## src/rtl/seqcmd_pkg.sv

```systemverilog
package seqcmd_pkg;

    parameter int ADDR_W     = 15;
    parameter int PREFIX_LEN = 5;

    localparam logic [ADDR_W-1:0] KEY_STORE  = 15'h0FC0;
    localparam logic [ADDR_W-1:0] KEY_RECALL = 15'h0C63;

    typedef enum logic [2:0] {
        M_NONE, M_GOT1, M_GOT2, M_GOT3, M_GOT4, M_GOT5
    } match_state_t;

    typedef enum logic [2:0] {
        S_IDLE, S_STORE_KICK, S_STORE_WAIT,
        S_WIPE_KICK, S_WIPE_WAIT, S_LOAD_KICK, S_LOAD_WAIT
    } ctl_state_t;

    function automatic logic [ADDR_W-1:0] prefix_key(input int unsigned idx);
        logic [ADDR_W-1:0] k;
        case (idx)
            0:       k = 15'h0E38;
            1:       k = 15'h31C7;
            2:       k = 15'h03E0;
            3:       k = 15'h3C1F;
            default: k = 15'h303F;
        endcase
        return k;
    endfunction

endpackage

```

## src/rtl/seqcmd_matcher.sv

```systemverilog
module seqcmd_matcher
    import seqcmd_pkg::*;
(
    input  logic              clk,
    input  logic              rst_n,
    input  logic              take_cyc,
    input  logic              is_wr,
    input  logic [ADDR_W-1:0] addr,
    output logic              hit_store,
    output logic              hit_recall
);

    match_state_t cur, nxt, adv, restart;
    logic [ADDR_W-1:0] want;

    always_ff @(posedge clk) begin
        if (!rst_n) cur <= M_NONE;
        else        cur <= nxt;
    end

    // expected key and follow-on state for each step
    always_comb begin
        want = prefix_key(0);
        adv  = M_NONE;
        unique case (cur)
            M_NONE: begin want = prefix_key(0); adv = M_GOT1; end
            M_GOT1: begin want = prefix_key(1); adv = M_GOT2; end
            M_GOT2: begin want = prefix_key(2); adv = M_GOT3; end
            M_GOT3: begin want = prefix_key(3); adv = M_GOT4; end
            M_GOT4: begin want = prefix_key(4); adv = M_GOT5; end
            M_GOT5: begin want = KEY_STORE;     adv = M_NONE; end
            default: begin want = prefix_key(0); adv = M_NONE; end
        endcase
    end

    always_comb restart = (addr == prefix_key(0)) ? M_GOT1 : M_NONE;

    always_comb begin
        nxt        = cur;
        hit_store  = 1'b0;
        hit_recall = 1'b0;
        if (take_cyc) begin
            if (is_wr) begin
                nxt = M_NONE;
            end else if (cur == M_GOT5) begin
                if (addr == KEY_STORE) begin
                    hit_store = 1'b1;
                    nxt       = M_NONE;
                end else if (addr == KEY_RECALL) begin
                    hit_recall = 1'b1;
                    nxt        = M_NONE;
                end else begin
                    nxt = restart;
                end
            end else if (addr == want) begin
                nxt = adv;
            end else begin
                nxt = restart;
            end
        end
    end

endmodule

```

## src/rtl/seqcmd_timer.sv

```systemverilog
module seqcmd_timer #(
    parameter int CNT_W = 8
) (
    input  logic             clk,
    input  logic             rst_n,
    input  logic             load,
    input  logic [CNT_W-1:0] load_val,
    output logic             expired
);

    logic [CNT_W-1:0] cnt;

    always_ff @(posedge clk) begin
        if (!rst_n)          cnt <= '0;
        else if (load)       cnt <= load_val;
        else if (cnt != '0)  cnt <= cnt - 1'b1;
    end

    assign expired = (cnt == CNT_W'(1));

endmodule

```

## src/rtl/seqcmd_unlock.sv

```systemverilog
module seqcmd_unlock
    import seqcmd_pkg::*;
#(
    parameter int STORE_CYC = 20,
    parameter int WIPE_CYC  = 6,
    parameter int LOAD_CYC  = 10
) (
    input  logic              clk,
    input  logic              rst_n,
    input  logic              cyc_valid,
    input  logic              chip_sel,
    input  logic              wr_en,
    input  logic              out_en,
    input  logic [ADDR_W-1:0] addr,
    output logic              store_go,
    output logic              wipe_go,
    output logic              load_go,
    output logic              access_block
);

    localparam int MAX_CYC = (STORE_CYC > WIPE_CYC) ?
                             ((STORE_CYC > LOAD_CYC) ? STORE_CYC : LOAD_CYC) :
                             ((WIPE_CYC > LOAD_CYC) ? WIPE_CYC : LOAD_CYC);
    localparam int CNT_W   = $clog2(MAX_CYC + 1);

    ctl_state_t state, nstate;
    logic take_cyc, hit_store, hit_recall;
    logic t_load, t_expired;
    logic [CNT_W-1:0] t_val;

    assign take_cyc = cyc_valid && chip_sel && (state == S_IDLE);

    seqcmd_matcher u_match (
        .clk        (clk),
        .rst_n      (rst_n),
        .take_cyc   (take_cyc),
        .is_wr      (wr_en),
        .addr       (addr),
        .hit_store  (hit_store),
        .hit_recall (hit_recall)
    );

    seqcmd_timer #(.CNT_W(CNT_W)) u_timer (
        .clk      (clk),
        .rst_n    (rst_n),
        .load     (t_load),
        .load_val (t_val),
        .expired  (t_expired)
    );

    // state register
    always_ff @(posedge clk) begin
        if (!rst_n) state <= S_IDLE;
        else        state <= nstate;
    end

    // transitions
    always_comb begin
        nstate = state;
        unique case (state)
            S_IDLE: begin
                if (hit_store)       nstate = S_STORE_KICK;
                else if (hit_recall) nstate = S_WIPE_KICK;
            end
            S_STORE_KICK: nstate = S_STORE_WAIT;
            S_STORE_WAIT: if (t_expired) nstate = S_IDLE;
            S_WIPE_KICK:  nstate = S_WIPE_WAIT;
            S_WIPE_WAIT:  if (t_expired) nstate = S_LOAD_KICK;
            S_LOAD_KICK:  nstate = S_LOAD_WAIT;
            S_LOAD_WAIT:  if (t_expired) nstate = S_IDLE;
            default:      nstate = S_IDLE;
        endcase
    end

    // outputs and timer control
    always_comb begin
        store_go     = 1'b0;
        wipe_go      = 1'b0;
        load_go      = 1'b0;
        access_block = 1'b1;
        t_load       = 1'b0;
        t_val        = '0;
        unique case (state)
            S_IDLE:       access_block = 1'b0;
            S_STORE_KICK: begin
                store_go = 1'b1;
                t_load   = 1'b1;
                t_val    = CNT_W'(STORE_CYC - 1);
            end
            S_WIPE_KICK: begin
                wipe_go = 1'b1;
                t_load  = 1'b1;
                t_val   = CNT_W'(WIPE_CYC - 1);
            end
            S_LOAD_KICK: begin
                load_go = 1'b1;
                t_load  = 1'b1;
                t_val   = CNT_W'(LOAD_CYC - 1);
            end
            S_STORE_WAIT, S_WIPE_WAIT, S_LOAD_WAIT: ;
            default:      access_block = 1'b0;
        endcase
    end

endmodule

```

## config.mk

```make
export PLATFORM = sky130hd
export DESIGN_NAME = seqcmd_unlock
export DESIGN_NICKNAME = d
export VERILOG_FILES = /design/src/rtl/seqcmd_pkg.sv /design/src/rtl/seqcmd_matcher.sv /design/src/rtl/seqcmd_timer.sv /design/src/rtl/seqcmd_unlock.sv
export SDC_FILE = /design/constraint.sdc
export NUM_CORES = 1
export LEC_CHECK = 0
export BUFFER_PORTS_ARGS = -buffer_cell sky130_fd_sc_hd__buf_2
export CELL_PAD_IN_SITES_DETAIL_PLACEMENT = 0
export CELL_PAD_IN_SITES_GLOBAL_PLACEMENT = 1
export CORE_UTILIZATION = 40
export DETAILED_ROUTE_END_ITERATION = 6
export PLACE_DENSITY_LB_ADDON = 0.1
export SLEW_MARGIN = 30
export SYNTH_ARGS = -nofsm -noshare
export SYNTH_HDL_FRONTEND = slang
export SYNTH_SLANG_ARGS = --single-unit
```

## constraint.sdc

```tcl
create_clock -name clk -period 3.31 [get_ports clk]
set_input_delay 0.1655 -clock clk [delete_from_list [all_inputs] [get_ports clk]]
set_output_delay 0.1655 -clock clk [all_outputs]
set_load 0.005 [all_outputs]
```

==> results of run 1 <==
## kinds of logic (layout without fill, tap and decap cells)
kind of cell / after synthesis / count (layout) / share of synthesized area (%)
and+or+nand+nor: 69 / 69 / 40.3
muxes: 2 / 2 / 2.03
AOI/OAI and AO/OA: 27 / 27 / 20.3
DFF: 11 / 11 / 22.3
buffers and inverters: 14 / 34 / 5.95
xor gates and xnor gates: 5 / 5 / 4.43
adders and majority gates: 4 / 4 / 4.81
## sequential cells by signal, indices dropped and copies added (netlist names)
signal / cells
state: 3
u_match.cur: 3
u_timer.cnt: 5
## power by group through the flow
stage	sequential, mW	clock, mW	combinational [mW]
5_1_grt	0.205	0.0994	0.310
6_report	0.200	0.0928	0.270
3_3_place_gp	0.201	0	0.260
4_1_cts	0.199	0.0932	0.269
2_1_floorplan	0.183	0	0.220
3_5_place_dp	0.202	0	0.264
## placed cells by master, fill, tap and decap left out, types with 2 or more instances in the layout
cell      netlist  final
and3_1          7      7
nor3_1          6      6
nor2_1         13     13
nor3b_1         2      2
a211oi_1        2      2
a31oi_1         2      2
nor3b_2         2      2
o22ai_1         2      2
buf_2           2     23
a21oi_1         8      8
nor2b_1         3      3
nand2_1        13     13
a21o_1          2      2
nand4_1         3      3
ha_1            3      3
nand3_1         3      3
inv_1           6      6
mux2i_1         2      2
o21ai_0         2      2
xnor2_1         4      4
clkbuf_4        0      3
dfxtp_1        11     11
nand4b_1        2      2
nand2b_1        4      4
## cell usage after synthesis (3+ instances only)
library cell  count  area share [%]
a21oi_1           8             4.1
inv_1             6             2.3
clkbuf_1          4             1.5
nand2_1          13             4.9
nor2_1           13             4.9
ha_1              3             3.8
dfxtp_1          11              22
xnor2_1           4             3.5
nor2b_1           3             1.9
nand3_1           3             1.5
nand2b_1          4             2.5
nand4_1           3             1.9
nor3_1            6             3.0
and3_1            7             4.4
## final timing paths
kind         depth (start not counted)  slack (ns)        endpoint
max                                  6        1.23  u_match.cur[0]
max reg2reg                          6        1.23  u_match.cur[0]
min                                  2        0.20  u_timer.cnt[1]
min reg2reg                          1        0.58  u_timer.cnt[1]
## stage by stage
stage          hold WS, ns  instances  util (%)  power [mW]  instance area [um2]
6_report             0.197        180      49.8       0.563                 1130
5_1_grt              0.197        180      49.8       0.614                 1130
4_1_cts              0.194        180      49.8       0.561                 1130
3_5_place_dp         0.466        176      48.6       0.465                 1110
2_1_floorplan        0.311        132         -       0.402                  988
3_3_place_gp         0.469        176      48.6       0.461                 1110
## worst max-delay path, stage by stage, from the launching register on
cell and delay (ns):
dfxtp_1 0.62, inv_2 0.11, and3_4 0.20, a2111oi_4 0.31, o22ai_1 0.18, o41ai_1 0.43
nand3_1 0.11
## per-layer routing
| metal | track usage (%) | routed length (um) |
|---|---|---|
| met1 | 31.2 | 1290 |
| met2 | 25.3 | 857 |
| met3 | 5.26 | 86 |
| met4 | 2.70 | 9 |
| met5 | 0 | 0 |
## area by class of cell
type / count / area share (%)
Multi-Input combinational cell: 107 / 62.7
Tap cell: 28 / 3.09
Timing Repair Buffer: 23 / 10.2
Clock buffer: 4 / 2.32
Sequential cell: 11 / 19.4
Inverter: 7 / 2.32
==> flow_summary.ini, run 1 <==
[logic_synthesis]
synth.distinct_cells = 48
synthArstFlopShare_pct = 0
ys.flop_type = dfxtp_1
yosys_warnings = 0
synth_edf_count = 0
synth.avg_cell_area_um2 = 7.49
synth_nets = 156
synth_seq_cells = 11
syn_area_um2 = 988
syn_inst = 132
ys_seq_area_share_pct = 22.3

[timing]
fmax_mhz = 480
setup_viol = 0
finalWorstSetupSlack_ns = 1.23
rsz0062_at_grt = no
hold_viol_final = 0
fin_crit_sh_pct = 62.9
slew_headroom_pct = 67.2
setup_tns_ns = 0
maxSlewViolCount = 0
tightest_slew_ns = 0.491
skew_ns = 0.00414
min_period_ns = 2.08

[worst_setup_path]
crit_fanout = 14
worstPathRequired_ns = 3.46
crit_path_start_kind = flop
cp.arrival_ns = 2.23
critPathKind = flop to flop
startpoint = u_match.cur[1]
r2r-start = u_match.cur[1]
end_kind = flop

[clock_network]
path_clk_slew_ns = 0.07
cts_num_sinks = 11
cts_inserted_buffers = 3
tritoncts = built
cts_hold_buffers = 0
cts.path.max_buffers = 2
clock-root-buffer = clkbuf_4
clk_latency_ns = 0.27
post_cts.repair.setup_buffers = 0
cts_max_level = 1
ctsResizeCount = 0

[placed_design]
dp_hpwl_mm = 1.78
gp_congestion = 0.811
port_buffers = 23
place_ws_ns = 1.28

[route]
dr.pass1.iters = 4
drc = 0
ant_nets = 0
dr.first_iter.drc_count = 9
wire_per_inst_um = 12.5
wl_mm = 2.24
vias = 981
routed_via_density = 5.45

[pwr]
swShare_pct = 39.8
clkPwrFrac_pct = 16.5
ir_drop_mv = 0.439
internal_power_mw = 0.339
power_switching_mw = 0.224
leakage_nw = 0.485
pwr_density_cell_mw_per_mm2 = 497
power_frac_comb_pct = 47.9
sequentialPowerShare_pct = 35.6

[outcome]
status = finished, final reports clean

[global_routing]
grt_max_degree = 15
grt_antenna_before_repair = 0
overflow = 0
grt_pass1_vias = 862
grt_usage_pct = 19.4
grt_first_pass_wirelength_mm = 3.92

[floorplan]
ios = 25
std_cell_rows = 17
initial_core_util_pct = 43.4
chipWidth_um = 51.7
dieArea_mm2 = 0.00267
die_h_um = 51.7
core_area_mm2 = 0.00228

[flow_run]
maxCapViolations = 0

[layout]
fillers = 242
ff_latch_area_um2 = 220
fin_nets = 177
areaGrowthSynthToFinish_pct = 14.6
n_antenna_cell = 0
drive_gt1_share_pct = 22.4
multiInputGateArea_um2 = 709

[worst_hold_path]
min_from = rst_n
hp-class = primary input to flop
(Power assumes the default switching activity.)
==> inputs of run 2 (changes only) <==
--- a/config.mk
+++ b/config.mk
@@ -5,10 +5,11 @@
 export SDC_FILE = /design/constraint.sdc
 export NUM_CORES = 1
 export LEC_CHECK = 0
+export ABC_AREA = 1
 export BUFFER_PORTS_ARGS = -buffer_cell sky130_fd_sc_hd__buf_2
 export CELL_PAD_IN_SITES_DETAIL_PLACEMENT = 0
 export CELL_PAD_IN_SITES_GLOBAL_PLACEMENT = 1
-export CORE_UTILIZATION = 40
+export CORE_UTILIZATION = 32
 export DETAILED_ROUTE_END_ITERATION = 6
 export PLACE_DENSITY_LB_ADDON = 0.1
 export SLEW_MARGIN = 30
==> constraint.sdc (replaced) <==
create_clock -name clk -period 1.8 [get_ports clk]
set_input_delay 0.09 -clock clk [delete_from_list [all_inputs] [get_ports clk]]
set_output_delay 0.09 -clock clk [all_outputs]
set_load 0.005 [all_outputs]
==> run 2 against run 1 <==
- sequential cell count stayed put
- wire length is 10% higher
- register-to-register slack got worse by 0.92 ns
- largest cell class unchanged
- largest power group unchanged
- synthesized cell count up 35%
==> flow_summary.ini, run 2 <==
[outcome]
status = finished, final reports clean

[logic_synthesis]
synthArstFlopShare_pct = 0
synth_edf_count = 0
yosys.area.top_type = dfxtp_1
synth_nets = 202
yosys_warnings = 0
ys_seq_area_share_pct = 21.0
synth_common_cells = nand2_1 (41), nor2_1 (27), inv_1 (23)
synth.distinct_cells = 26
yosys-top-cells-area = dfxtp_1 (21%), nand2_1 (15%), nor2_1 (9.7%), inv_1 (8.2%), nand3_1 (6.7%)
yosysTopAreaCellShare_pct = 21.0
synth_seq_cells = 11
syn_area_mm2 = 0.00105
synth.avg_cell_area_um2 = 5.88
ys.flop_type = dfxtp_1
yosysMostFrequentCell = nand2_1
syn_inst = 178

[timing]
finalWorstSetupSlack_ns = 0.305
tightest_slew_ns = 0.276
hold_viol_final = 0
setup_tns_ns = 0
skew_ns = 0.00168
setup_viol = 0
fin_crit_sh_pct = 83.0
min_period_ns = 1.49
rsz0062_at_grt = no
maxSlewViolCount = 0
slew_headroom_pct = 81.6
fmax_mhz = 669

[worst_setup_path]
crit_path_start_kind = flop
path_cells = inv_2 -> nand2_2 -> nand2_2 -> nand2_2 -> nand2_2 -> nand2_2 -> inv_2 -> nor2_4 -> nand2_1 -> nand2_1 -> nand3_1 -> nand2_1 -> a21oi_2
crit_path_top_delay_cell = dfxtp_1
critPathKind = flop to flop
crit_fanout = 8
cp_common_cell = nand2_2
critPathTopFamily = simple AND/OR/NAND/NOR gates
crit_buf_inv = 2
worstPathRequired_ns = 1.96
max_stage_delay_ns = 0.48
end_kind = flop
cp.arrival_ns = 1.66

[global_routing]
overflow = 0
grt_usage_pct = 16.0
grt_antenna_before_repair = 0
grt_pass1_vias = 1013
grt_max_degree = 9
grt_first_pass_wirelength_mm = 4.20

[floorplan]
die_h_um = 59.2
ios = 25
dieArea_mm2 = 0.00351
initial_core_util_pct = 34.0
core_area_mm2 = 0.00308
chipWidth_um = 59.2
std_cell_rows = 20

[flow_run]
maxCapViolations = 0

[layout]
ff_latch_area_um2 = 220
n_antenna_cell = 0
drive_gt1_share_pct = 26.2
largest_register_ffs = 5
layout_common_cells = nand2_1 (41), nor2_1 (27), inv_1 (23), buf_2 (23), nand3_1 (14)
multiInputGateArea_um2 = 716
fin_nets = 231
post-route-util_pct = 40.7
fillers = 366
reg_top3 = u_timer.cnt (5), state (3), u_match.cur (3)
largest-register = u_timer.cnt
areaGrowthSynthToFinish_pct = 19.7
final_common_cell = nand2_1

[worst_hold_path]
hp-class = primary input to flop

[pwr]
ir_drop_mv = 0.480
power_mw = 0.936
leakage_nw = 0.609
pwr_density_cell_mw_per_mm2 = 747

[route]
vias = 1153
wl_mm = 2.47
wire_per_inst_um = 9.87
dr.first_iter.drc_count = 48
routed_via_density = 4.61
dr.pass1.iters = 6
drc = 0
ant_nets = 0

[clock_network]
cts_hold_buffers = 0
cts_num_sinks = 11
post_cts.repair.setup_buffers = 0
clk_latency_ns = 0.27
clock-root-buffer = clkbuf_4
cts_max_level = 1
path_clk_slew_ns = 0.07
cts.path.max_buffers = 2
tritoncts = built
cts_inserted_buffers = 3
ctsResizeCount = 0

[placed_design]
dp_hpwl_mm = 2.11
gp_congestion = 0.749
place_ws_ns = 0.275
port_buffers = 23
run 2: worst paths after layout:
kind / startpoint / to / slack (ns) / cells after the start
worst min-delay path: rst_n / u_timer.cnt[0] / 0.07 / 3
worst max-delay path: u_match.cur[0] / u_match.cur[0] / 0.31 / 13
worst min register to register: u_timer.cnt[2] / u_timer.cnt[2] / 0.52 / 2
worst max register to register: u_match.cur[0] / u_match.cur[0] / 0.31 / 13
run 2: cell type report:
type | instances | area share, %
sequential | 11 | 17.6
multi-input combinational | 138 | 57.1
tap | 44 | 4.39
timing repair buffer | 25 | 10.4
clock buffer | 4 | 2.10
inverter | 28 | 8.48
run 2: worst min-delay path: cells and delay by family:
family / cells / cell delay (ns)
buffers and inverters: 2 / 0.17
and+or+nand+nor: 1 / 0.06
run 2: routing by layer:
metal / wire, um / vias to the layer above / track usage (%)
li1: - / 633 / -
met1: 1200 / 485 / 20.8
met2: 1130 / 33 / 26.2
met3: 123 / 2 / 2.18
met4: 17 / 0 / 7.14
met5: 0 / - / 0
run 2: metrics by stage:
stage                     area (um2)  hold slack (ns)  cells
final                           1250           0.0683    250
after detailed placement        1230            0.351    246
after global placement          1230            0.350    246
after floorplan                 1050            0.188    178
after global routing            1250            0.104    250
after CTS                       1250           0.0642    250
run 2: report_power, final:
part	switching, mW	leakage, nW	internal, mW
Combinational	0.261	0.504	0.177
Clock	0.0839	0.0150	0.0859
Sequential	0.0351	0.0898	0.293
Total	0.380	0.609	0.556
run 2: cell families (layout without fill, tap and decap cells):
group / after synthesis / count (layout) / share of synthesized area [%]
buf+inv: 29 / 57 / 10.6
simple gates: 116 / 116 / 54.4
flops: 11 / 11 / 21.0
fa+ha+maj: 3 / 3 / 3.58
compound gates: 19 / 19 / 10.4
